File: src/rtl/tcap_pkg.sv
package tcap_pkg;
  localparam int TCAP_CNT_W = 16;
  localparam int TCAP_BUS_W = 8;

  typedef enum logic [1:0] {
    ADDR_LO   = 2'd0,
    ADDR_HI   = 2'd1,
    ADDR_FLAG = 2'd2,
    ADDR_NONE = 2'd3
  } tcap_addr_e;
endpackage

File: src/rtl/tcap_sync.sv
module tcap_sync #(
  parameter int STAGES = 2
) (
  input  logic clk,
  input  logic rst,
  input  logic d,
  output logic q
);
  generate
    if (STAGES <= 1) begin : g_single
      logic ff_q;
      always_ff @(posedge clk) begin
        if (rst) ff_q <= 1'b0;
        else     ff_q <= d;
      end
      assign q = ff_q;
    end else begin : g_chain
      logic [STAGES-1:0] chain_q;
      always_ff @(posedge clk) begin
        if (rst) chain_q <= '0;
        else     chain_q <= {chain_q[STAGES-2:0], d};
      end
      assign q = chain_q[STAGES-1];
    end
  endgenerate
endmodule

File: src/rtl/tcap_filter.sv
module tcap_filter #(
  parameter int LEN = 4
) (
  input  logic clk,
  input  logic rst,
  input  logic d,
  output logic q
);
  localparam int HIST_W = (LEN > 1) ? LEN - 1 : 1;

  logic [HIST_W-1:0] hist_q;
  logic [HIST_W:0]   window;
  logic              all_hi;
  logic              all_lo;
  logic              out_q;

  generate
    if (LEN > 1) begin : g_hist
      if (HIST_W > 1) begin : g_shift
        always_ff @(posedge clk) begin
          if (rst) hist_q <= '0;
          else     hist_q <= {hist_q[HIST_W-2:0], d};
        end
      end else begin : g_one
        always_ff @(posedge clk) begin
          if (rst) hist_q <= '0;
          else     hist_q <= d;
        end
      end
    end else begin : g_nohist
      always_ff @(posedge clk) begin
        if (rst) hist_q <= '0;
        else     hist_q <= d;
      end
    end
  endgenerate

  // newest sample plus the stored ones form the agreement window
  assign window = {hist_q, d};
  assign all_hi = &window;
  assign all_lo = ~|window;

  always_ff @(posedge clk) begin
    if (rst)         out_q <= 1'b0;
    else if (all_hi) out_q <= 1'b1;
    else if (all_lo) out_q <= 1'b0;
  end

  assign q = out_q;
endmodule

File: src/rtl/tcap_edge.sv
module tcap_edge (
  input  logic clk,
  input  logic rst,
  input  logic raw_lvl,
  input  logic filt_lvl,
  input  logic filt_en,
  input  logic edge_rise,
  output logic stb
);
  logic cur_lvl;
  logic prev_q;

  assign cur_lvl = filt_en ? filt_lvl : raw_lvl;

  always_ff @(posedge clk) begin
    if (rst) prev_q <= 1'b0;
    else     prev_q <= cur_lvl;
  end

  assign stb = (cur_lvl != prev_q) && (cur_lvl == edge_rise);
endmodule

File: src/rtl/tcap_regs.sv
module tcap_regs
  import tcap_pkg::*;
#(
  parameter int CNT_W = 16
) (
  input  logic               clk,
  input  logic               rst,
  input  logic               stb,
  input  logic [CNT_W-1:0]   cnt_val,
  input  logic               top_mode,
  input  logic [1:0]         bus_addr,
  input  logic               bus_wr,
  input  logic               bus_rd,
  input  logic [CNT_W/2-1:0] bus_wdata,
  output logic [CNT_W/2-1:0] bus_rdata,
  output logic [CNT_W-1:0]   cap_value,
  output logic               cap_flag
);
  localparam int HALF_W = CNT_W / 2;

  tcap_addr_e        addr;
  logic [HALF_W-1:0] temp_q;
  logic [CNT_W-1:0]  cap_q;
  logic              flag_q;
  logic [HALF_W-1:0] rdata_q;
  logic              wr_lo, wr_hi, wr_flag, rd_lo;

  assign addr    = tcap_addr_e'(bus_addr);
  assign wr_lo   = bus_wr && (addr == ADDR_LO);
  assign wr_hi   = bus_wr && (addr == ADDR_HI);
  assign wr_flag = bus_wr && (addr == ADDR_FLAG);
  assign rd_lo   = bus_rd && (addr == ADDR_LO);

  // capture register: capture has priority over a software commit
  always_ff @(posedge clk) begin
    if (rst)                  cap_q <= '0;
    else if (stb)             cap_q <= cnt_val;
    else if (wr_lo && top_mode) cap_q <= {temp_q, bus_wdata};
  end

  // shared high-byte holding register
  always_ff @(posedge clk) begin
    if (rst)        temp_q <= '0;
    else if (wr_hi) temp_q <= bus_wdata;
    else if (rd_lo) temp_q <= cap_q[CNT_W-1:HALF_W];
  end

  // interrupt flag: set wins over clear
  always_ff @(posedge clk) begin
    if (rst)                        flag_q <= 1'b0;
    else if (stb)                   flag_q <= 1'b1;
    else if (wr_flag && bus_wdata[0]) flag_q <= 1'b0;
  end

  always_ff @(posedge clk) begin
    if (rst) rdata_q <= '0;
    else if (bus_rd) begin
      case (addr)
        ADDR_LO:   rdata_q <= cap_q[HALF_W-1:0];
        ADDR_HI:   rdata_q <= temp_q;
        ADDR_FLAG: rdata_q <= {{(HALF_W-1){1'b0}}, flag_q};
        default:   rdata_q <= '0;
      endcase
    end
  end

  assign bus_rdata = rdata_q;
  assign cap_value = cap_q;
  assign cap_flag  = flag_q;
endmodule

File: src/rtl/tcap_unit.sv
module tcap_unit
  import tcap_pkg::*;
#(
  parameter int CNT_W       = TCAP_CNT_W,
  parameter int SYNC_STAGES = 2,
  parameter int FILT_LEN    = 4
) (
  input  logic               clk,
  input  logic               rst,
  input  logic [CNT_W-1:0]   cnt_val,
  input  logic               pin_in,
  input  logic               cmp_in,
  input  logic               src_sel,
  input  logic               edge_rise,
  input  logic               filt_en,
  input  logic               top_mode,
  input  logic [1:0]         bus_addr,
  input  logic               bus_wr,
  input  logic               bus_rd,
  input  logic [CNT_W/2-1:0] bus_wdata,
  output logic [CNT_W/2-1:0] bus_rdata,
  output logic [CNT_W-1:0]   cap_value,
  output logic               cap_flag
);
  logic trig_raw;
  logic trig_sync;
  logic trig_filt;
  logic cap_stb;

  // source mux sits ahead of the synchroniser, so a select change is an edge
  assign trig_raw = src_sel ? cmp_in : pin_in;

  tcap_sync #(.STAGES(SYNC_STAGES)) u_sync (
    .clk (clk),
    .rst (rst),
    .d   (trig_raw),
    .q   (trig_sync)
  );

  tcap_filter #(.LEN(FILT_LEN)) u_filt (
    .clk (clk),
    .rst (rst),
    .d   (trig_sync),
    .q   (trig_filt)
  );

  tcap_edge u_edge (
    .clk       (clk),
    .rst       (rst),
    .raw_lvl   (trig_sync),
    .filt_lvl  (trig_filt),
    .filt_en   (filt_en),
    .edge_rise (edge_rise),
    .stb       (cap_stb)
  );

  tcap_regs #(.CNT_W(CNT_W)) u_regs (
    .clk       (clk),
    .rst       (rst),
    .stb       (cap_stb),
    .cnt_val   (cnt_val),
    .top_mode  (top_mode),
    .bus_addr  (bus_addr),
    .bus_wr    (bus_wr),
    .bus_rd    (bus_rd),
    .bus_wdata (bus_wdata),
    .bus_rdata (bus_rdata),
    .cap_value (cap_value),
    .cap_flag  (cap_flag)
  );
endmodule

File: config.mk
export PLATFORM = sky130hd
export DESIGN_NAME = tcap_unit
export DESIGN_NICKNAME = d
export VERILOG_FILES = /design/src/rtl/tcap_pkg.sv /design/src/rtl/tcap_sync.sv /design/src/rtl/tcap_filter.sv /design/src/rtl/tcap_edge.sv /design/src/rtl/tcap_regs.sv /design/src/rtl/tcap_unit.sv
export SDC_FILE = /design/constraint.sdc
export NUM_CORES = 1
export LEC_CHECK = 0
export CORE_MARGIN = 8
export CORE_UTILIZATION = 46
export CTS_CLUSTER_SIZE = 8
export DETAILED_ROUTE_END_ITERATION = 10
export PLACE_DENSITY_LB_ADDON = 0.05
export SETUP_SLACK_MARGIN = 0.2
export SLEW_MARGIN = 20
export SYNTH_ARGS = -nofsm -noshare
export SYNTH_HDL_FRONTEND = slang
export SYNTH_HIERARCHICAL = 1
export SYNTH_SLANG_ARGS = --single-unit
export TNS_END_PERCENT = 20
File: constraint.sdc
create_clock -name clk -period 2.4 [get_ports clk]
set_input_delay 0.48 -clock clk [delete_from_list [all_inputs] [get_ports clk]]
set_output_delay 0.48 -clock clk [all_outputs]
set_load 0.02 [all_outputs]
Yosys cells after proc, flatten, opt, wreduce, memory -nomap -nowiden. Index checks and enable logic that the tools add are counted. Widths: inputs -> output; s select.

Register bits after elaboration: 40. Input port bits: 36.

Mux-type cells: 11. Reduce and logical (&&, ||, !) cells: 13. Equal/unequal tests: 5.

Operator list (number): $mux 16 (2); $pmux 8 s3 (1); $mux 8 (2); $logic_and 1x1->1 (7); $mux 1 (6); $reduce_bool 2->1 (3); $reduce_and 4->1 (1); $reduce_or 4->1 (1); $eq 2x1->1 const B (1); $eq 2x2->1 const B (1); $logic_not 2->1 (1); $ne 2x1->1 const B (1); $eq 1x1->1 (1); $ne 1x1->1 (1).

Longest topological paths before layout. Gate-level depths: netlist of the first run.

Depth in word-level cells: 5. Gate-level depth with buffers: 6. Mapped depth without buffers: 4.

Hierarchy. The synthesis of the first run kept the hierarchy.

By module, submodules not included: tcap_regs (cells an instance 179, instances 1, area an instance 1646.6 um^2); tcap_filter (cells an instance 10, instances 1, area an instance 126.4 um^2); tcap_edge (cells an instance 6, instances 1, area an instance 56.3 um^2); tcap_sync (cells an instance 4, instances 1, area an instance 52.6 um^2); tcap_unit (cells an instance 1, instances 1, area an instance 15.0 um^2).

Least setup slack after synthesis of the first run. OpenSTA, ideal clock, no wires.

Path kind: input to register. From: input port filt_en. To: register u_regs.cap_q[13] (netlist: u_regs/cap_value[13]). Stages on the path: 5. Required time: 2.297 ns. Slack: 0.607 ns. Arrival: 1.689 ns. Buffers on the path: 1. Path through: mux2i_1 > mux2i_1 > buf_1 > nor3_1 > a2111oi_2.

Word-level cells in the longest chain between the ends: 4.

Ends and longest elaborated chain: from (decl) (line tcap_unit.sv:15) `input logic filt_en,`; $mux 1 (*) (line tcap_edge.sv:13) `assign cur_lvl = filt_en ? filt_lvl : raw_lvl;`; $ne 1x1->1 / $eq 1x1->1 (equally long branches) (line tcap_edge.sv:20) `assign stb = (cur_lvl != prev_q) && (cur_lvl == edge_rise);`; $logic_and 1x1->1 (*) (line tcap_edge.sv:20); via cap_stb (line tcap_unit.sv:28) `logic cap_stb;`; $mux 16 / $reduce_bool 2->1 (equally long branches); to (signal assigned) (line tcap_regs.sv:37) `else if (stb) cap_q <= cnt_val;`; to (signal assigned) (line tcap_regs.sv:38) `else if (wr_lo && top_mode) cap_q <= {temp_q, bus_wdata};`; to (decl) (line tcap_regs.sv:23) `logic [CNT_W-1:0] cap_q;`.

The timed path passes the listed nets; every way through them passes the cells marked *. A chain may end at the register's enable or synchronous reset.

Final worst setup path of the first run.
From: input port filt_en. To: register u_regs.cap_q[0] (netlist: u_regs/cap_value[0]).

The elaborated chain is that of the path after synthesis.

==> results of run 1 <==
==> registers in the layout (all words and copies together), names as in the netlist <==
register and cells:
u_edge/prev_q 1, u_filt/hist_q 3, u_filt/q 1, u_regs/bus_rdata 8, u_regs/cap_flag 1, u_regs/cap_value 16, u_regs/temp_q 8, u_sync/g_chain.chain_q 2
==> layer usage <==
metal,GRT usage (%),up-vias
li1,-,836
met1,20.8,792
met2,22.5,54
met3,4.46,8
met4,6.00,0
met5,0,-
==> where the power goes <==
part | switching, mW | total, mW | internal, mW | leakage [nW]
Sequential | 0.0244 | 0.719 | 0.694 | 0.326
Clock | 0.217 | 0.452 | 0.234 | 0.0455
Combinational | 0.123 | 0.272 | 0.149 | 0.684
Total | 0.365 | 1.44 | 1.08 | 1.06
==> cell families (layout without fill, tap and decap cells) <==
family / Yosys count / after routing / synth area share [%]
AOI/OAI and AO/OA: 35 / 35 / 19.1
buffers and inverters: 33 / 95 / 7.59
DFF: 40 / 40 / 42.2
muxes: 19 / 19 / 10.8
and+or+nand+nor: 73 / 73 / 20.4
==> synth_stat cells (2+ instances only) <==
cell	count
dfxtp_1	40
nor3_1	33
nor2_1	18
inv_1	16
a2111oi_2	14
nor2b_1	13
mux2i_1	11
a21oi_1	9
a211oi_1	8
mux2_2	7
buf_2	6
clkbuf_1	5
buf_1	3
a2111oi_1	2
nand2b_1	2
nand3b_1	2
==> how the worst min path moves through the flow <==
stage | from | endpoint | slack (ns) | cells past startpoint
after global routing | u_sync/g_chain.chain_q[0] | u_sync/g_chain.chain_q[1] | 0.47 | 1
after floorplan | u_sync/g_chain.chain_q[0] | u_sync/g_chain.chain_q[1] | 0.41 | 1
after global placement | u_sync/g_chain.chain_q[0] | u_sync/g_chain.chain_q[1] | 0.42 | 1
after CTS | u_sync/g_chain.chain_q[0] | u_sync/g_chain.chain_q[1] | 0.46 | 1
final | u_sync/g_chain.chain_q[0] | u_sync/g_chain.chain_q[1] | 0.47 | 1
after detailed placement | u_sync/g_chain.chain_q[0] | u_sync/g_chain.chain_q[1] | 0.45 | 1
==> layout by cell type (no fill, tap or decap), types with 6 or more instances in the layout <==
cell	Yosys	layout
a2111oi_2	14	14
a211oi_1	8	8
a21oi_1	9	9
buf_4	1	9
clkbuf_8	0	6
clkdlybuf4s50_1	0	59
dfxtp_1	40	40
inv_1	16	16
mux2_2	7	7
mux2i_1	11	9
nor2_1	18	18
nor2b_1	13	13
nor3_1	33	33
==> final cells by class <==
type | count | area, sq um | area share, %
Multi-Input combinational cell | 127 | 975 | 36.1
Sequential cell | 40 | 801 | 29.7
Timing Repair Buffer | 71 | 708 | 26.3
Clock buffer | 8 | 90.1 | 3.34
Tap cell | 50 | 62.6 | 2.32
Inverter | 16 | 60.1 | 2.23
==> per-stage QoR <==
step,hold WS [ns],TNS (ns),utilization [%],cell area [sq um],power (mW)
after CTS,0.465,0,67.0,2660,1.45
after detailed placement,0.450,-0.00335,64.7,2570,1.00
after global routing,0.471,0,67.9,2700,1.51
after global placement,0.419,0,64.7,2570,0.999
final,0.465,0,67.9,2700,1.44
after floorplan,0.414,0,-,1900,0.865
==> critical path: stages <==
cell             delay, ns
clkdlybuf4s50_1       0.49
mux2i_2               0.32
mux2i_4               0.32
buf_4                 0.17
clkbuf_16             0.21
nor3_1                0.09
a2111oi_2             0.19
==> repair_timing <==
action | 4_1_cts | 5_1_grt
endpoints found under the hold margin | 0 | 0
gates resized for setup | 0 | 1
endpoints found under the setup margin | 0 | 7
setup buffers | 0 | 1
hold buffers | 0 | 0
==> impl_metrics.yaml, run 1 <==
grt:
  grt_pass1_wl_microns: 7960
  overflow: 0
  grt_pass1_vias: 1639
  grt_max_degree: 50
  grt_usage_pct: 15.4
  grt_antenna_before_repair: 0
timing:
  post-route-period-util_pct: 86.7
  rsz0062_at_grt: "false"
  slew_headroom_pct: 58.0
  drv_slew: 0
  finalHoldViolCount: 0
  setup_viol: 0
  tightest_slew_ns: 0.630
  min_period_ns: 2.08
  clock.fmax_mhz: 480
  fin_ws_ns: 0.318
  skew_ns: 0.00304
placement:
  port_buffers: 60
  hpwl_microns: 3460
  dp_slack_ns: -0.00335
  place_inst: 302
  place_congestion: 0.763
synthesis:
  syn_avg_cell_area_sq_um: 9.48
  synth_nets: 236
  synth_area_leaders: "dfxtp_1, a2111oi_2, nor3_1, mux2i_1, nor2b_1"
  async_flop_share_pct: 0
  ys_seq_area_share_pct: 42.2
  synth-edff-count: 0
  yosys.area.top_type: "dfxtp_1"
  ys_seq_elements: 40
  synth_area_sq_mm: 0.00190
  synth_flop_cell: "dfxtp_1"
  synth_top_area_share_pct: 42.2
  yosysWarnings: 6
  synth.distinct_cells: 27
  synthCells: 200
power:
  power.density_mw_per_mm2: 535
  ir_drop_mv: 0.331
  power.leakage_nw: 1.06
routing:
  avgViaCountPerCell: 5.42
  vias: 1690
  wl_met1_microns: 2370
  post_drt_wl_per_cell_microns: 16.0
  dr_wl_met2_microns: 2220
  wl_met3_microns: 315
  highest_layer: "met4"
  drt_iter0_drc: 111
  firstDrtPassIters: 4
  drc: 0
  ant_nets: 0
  finalWirelength_microns: 5000
clocking:
  ctsLongestPathBuffers: 2
  clk_latency_ns: 0.28
  cts_sinks: 40
  cts_tree: "yes"
  cts_buffers: 5
  clkSlewWorstSetupHoldPaths_ns: 0.07
  cts-root-buf: "clkbuf_8"
  htree_levels: 2
worst_setup_path:
  start_kind: "input port"
  crit_fanout: 24
  worstSetupPathType: "in -> reg"
  cp-end-kind: "flop"
  r2r_slack_ns: 0.71
  crit_required_ns: 2.58
  reg2regPathDepth: 6
  startpoint: "filt_en"
  crit_end: "u_regs/cap_value[0]"
  crit_arrival_ns: 2.27
  timing.rr.end: "u_regs/cap_value[0]"
  r2r_start: "u_sync/g_chain.chain_q[1]"
status:
  outcome: "finished, final reports clean"
floorplan:
  dieArea_sq_mm: 0.00643
  io_pins: 61
  core_sq_mm: 0.00397
  rows: 23
  start_util_pct: 47.8
  die_h_microns: 80.2
  die_w_microns: 80.2
finish:
  synthToLayoutAreaGrowth_pct: 42.2
  n_antenna_cell: 0
  fillerInstances: 353
  drive_above_1_share_pct: 17.2
  nets: 297
  final_cells: 312
min_path:
  hold_class: "reg -> reg"
job:
  cap_violations: 0
Power figures use the tool's default switching activity.
==> run 2: changes to the inputs <==
--- a/config.mk
+++ b/config.mk
@@ -7,7 +7,7 @@
 export LEC_CHECK = 0
 export CORE_MARGIN = 8
 export CORE_UTILIZATION = 46
-export CTS_CLUSTER_SIZE = 8
+export CTS_CLUSTER_SIZE = 16
 export DETAILED_ROUTE_END_ITERATION = 10
 export PLACE_DENSITY_LB_ADDON = 0.05
 export SETUP_SLACK_MARGIN = 0.2
==> results of run 2 <==
The final DEF is identical to that of run 1; final timing and power are the same.
==> run 3: changes to the inputs <==
--- a/config.mk
+++ b/config.mk
@@ -5,10 +5,11 @@
 export SDC_FILE = /design/constraint.sdc
 export NUM_CORES = 1
 export LEC_CHECK = 0
-export CORE_MARGIN = 8
+export CORE_MARGIN = 2
 export CORE_UTILIZATION = 46
 export CTS_CLUSTER_SIZE = 16
 export DETAILED_ROUTE_END_ITERATION = 10
+export MAX_ROUTING_LAYER = met4
 export PLACE_DENSITY_LB_ADDON = 0.05
 export SETUP_SLACK_MARGIN = 0.2
 export SLEW_MARGIN = 20
==> impl_metrics.yaml, run 3 (synthesized netlist as in run 1, its figures left out) <==
timing:
  rsz0062_at_grt: "false"
  slew_headroom_pct: 58.5
  drv_slew: 0
  post-route-period-util_pct: 82.5
  clock.fmax_mhz: 505
  min_period_ns: 1.98
  finalHoldViolCount: 0
  setup_viol: 0
  fin_setup_tns_ns: 0
  tightest_slew_ns: 0.620
  skew_ns: 0.00520
grt:
  grt_usage_pct: 21.0
  overflow: 0
  grt_pass1_wl_microns: 7070
  grt_max_degree: 31
  grt_antenna_before_repair: 0
  grt_pass1_vias: 1520
floorplan:
  die_w_microns: 68.2
  dieArea_sq_mm: 0.00465
  io_pins: 61
  die_h_microns: 68.2
  start_util_pct: 47.8
  rows: 23
  core_sq_mm: 0.00397
power:
  swShare_pct: 25.1
  p_comb_share_pct: 18.4
  power_mw: 1.47
  seq_power_share_pct: 48.9
  power.density_mw_per_mm2: 543
  p_sw_mw: 0.368
  ir_drop_mv: 0.345
  clockPowerShare_pct: 32.7
  power.leakage_nw: 1.07
  internal_power_mw: 1.10
worst_setup_path:
  crit_required_ns: 2.59
  startpoint: "filt_en"
  reg2regPathDepth: 6
  max_stage_delay_ns: 0.47
  cp-end-kind: "flop"
  r2r_start: "u_sync/g_chain.chain_q[1]"
  r2r_slack_ns: 0.80
  worstSetupPathType: "in -> reg"
  worst_path_max_delay_cell: "clkdlybuf4s50_1"
  start_kind: "input port"
  crit_arrival_ns: 2.17
  timing.rr.end: "u_regs/cap_value[11]"
  crit_chain: "clkdlybuf4s50_1 -> mux2i_1 -> buf_4 -> mux2i_4 -> buf_12 -> nor3_1 -> a2111oi_2"
  crit_end: "u_regs/cap_value[11]"
  crit_fanout: 30
  critPathBufInv: 3
  critical_path.top_delay_family: "buffers and inverters"
  cp.depth: 7
routing:
  drc: 0
  finalWirelength_microns: 4380
  post_drt_wl_per_cell_microns: 14.0
  drt_iter0_drc: 105
  vias: 1648
  avgViaCountPerCell: 5.28
  firstDrtPassIters: 4
  ant_nets: 0
clocking:
  cts-root-buf: "clkbuf_8"
  cts_sinks: 40
  post_cts_buffers: 0
  cts_tree: "yes"
  ctsLongestPathBuffers: 2
  hold_buffers: 0
  htree_levels: 2
  clk_latency_ns: 0.29
  cts_resized: 0
  cts_buffers: 5
  clkSlewWorstSetupHoldPaths_ns: 0.08
placement:
  hpwl_microns: 3170
  place_congestion: 0.842
  place_inst: 305
  port_buffers: 60
finish:
  final_cell_mix: "clkdlybuf4s50_1, dfxtp_1, nor3_1"
  n_antenna_cell: 0
  synthToLayoutAreaGrowth_pct: 42.4
  largest_reg_flops: 16
  final_cells: 312
  drive_above_1_share_pct: 17.6
  layout_commonest_cell: "clkdlybuf4s50_1"
  nets: 298
job:
  cap_violations: 0
min_path:
  hold_class: "reg -> reg"
status:
  outcome: "finished, final reports clean"
[run 3: changes by cell type in the layout (fill, tap and decap cells not counted), sizes merged]
| cell | before | now |
|---|---|---|
| buf | 11 | 13 |
| clkbuf | 9 | 7 |
[run 3: worst min-delay path by stage]
| stage | startpoint | end | cells after the start |
|---|---|---|---|
| CTS | u_sync/g_chain.chain_q[0] | u_sync/g_chain.chain_q[1] | 1 |
| global route | u_sync/g_chain.chain_q[0] | u_sync/g_chain.chain_q[1] | 1 |
| finish | u_sync/g_chain.chain_q[0] | u_sync/g_chain.chain_q[1] | 1 |
| detailed placement | u_sync/g_chain.chain_q[0] | u_sync/g_chain.chain_q[1] | 1 |
| global placement | u_sync/g_chain.chain_q[0] | u_sync/g_chain.chain_q[1] | 1 |
| floorplan | u_sync/g_chain.chain_q[0] | u_sync/g_chain.chain_q[1] | 1 |
[run 3: power groups by stage]
stage	registers, mW	clock network [mW]	logic [mW]
3_3_place_gp	0.733	0	0.268
6_report	0.718	0.479	0.270
4_1_cts	0.718	0.489	0.272
2_1_floorplan	0.752	0	0.114
5_1_grt	0.722	0.514	0.291
3_5_place_dp	0.733	0	0.271
[run 3: layout make-up]
class,instances,area (sq um)
clock buffer,7,96.3
fill,347,1270
inverter,16,60.1
multi-input combinational,127,971
sequential,40,801
tap,50,62.6
timing repair buffer,72,711
[run 3: per-stage QoR]
| stage | cell area (sq um) | setup WS (ns) | hold slack (ns) | util, % |
|---|---|---|---|---|
| floorplan | 1900 | 0.607 | 0.414 | - |
| global placement | 2610 | 0.179 | 0.419 | 65.6 |
| detailed placement | 2610 | 0.117 | 0.435 | 65.6 |
| CTS | 2700 | 0.414 | 0.452 | 68.0 |
| global route | 2700 | 0.262 | 0.468 | 68.0 |
| finish | 2700 | 0.421 | 0.451 | 68.0 |
[run 3: worst reg2reg max path, cell delays in order (launching register included)]
cell and delay [ns]:
dfxtp_1 0.34, mux2i_1 0.13, buf_4 0.15, mux2i_4 0.29, buf_12 0.22, nor3_1 0.09
a2111oi_2 0.28
[run 3: layer usage]
layer	GRT usage, %	part of all wire [%]	vias to the layer above
met5	-	0	-
met4	8.75	1.6	0
met3	4.61	5.5	7
met2	30.0	44	48
met1	28.5	49	749
li1	-	-	844
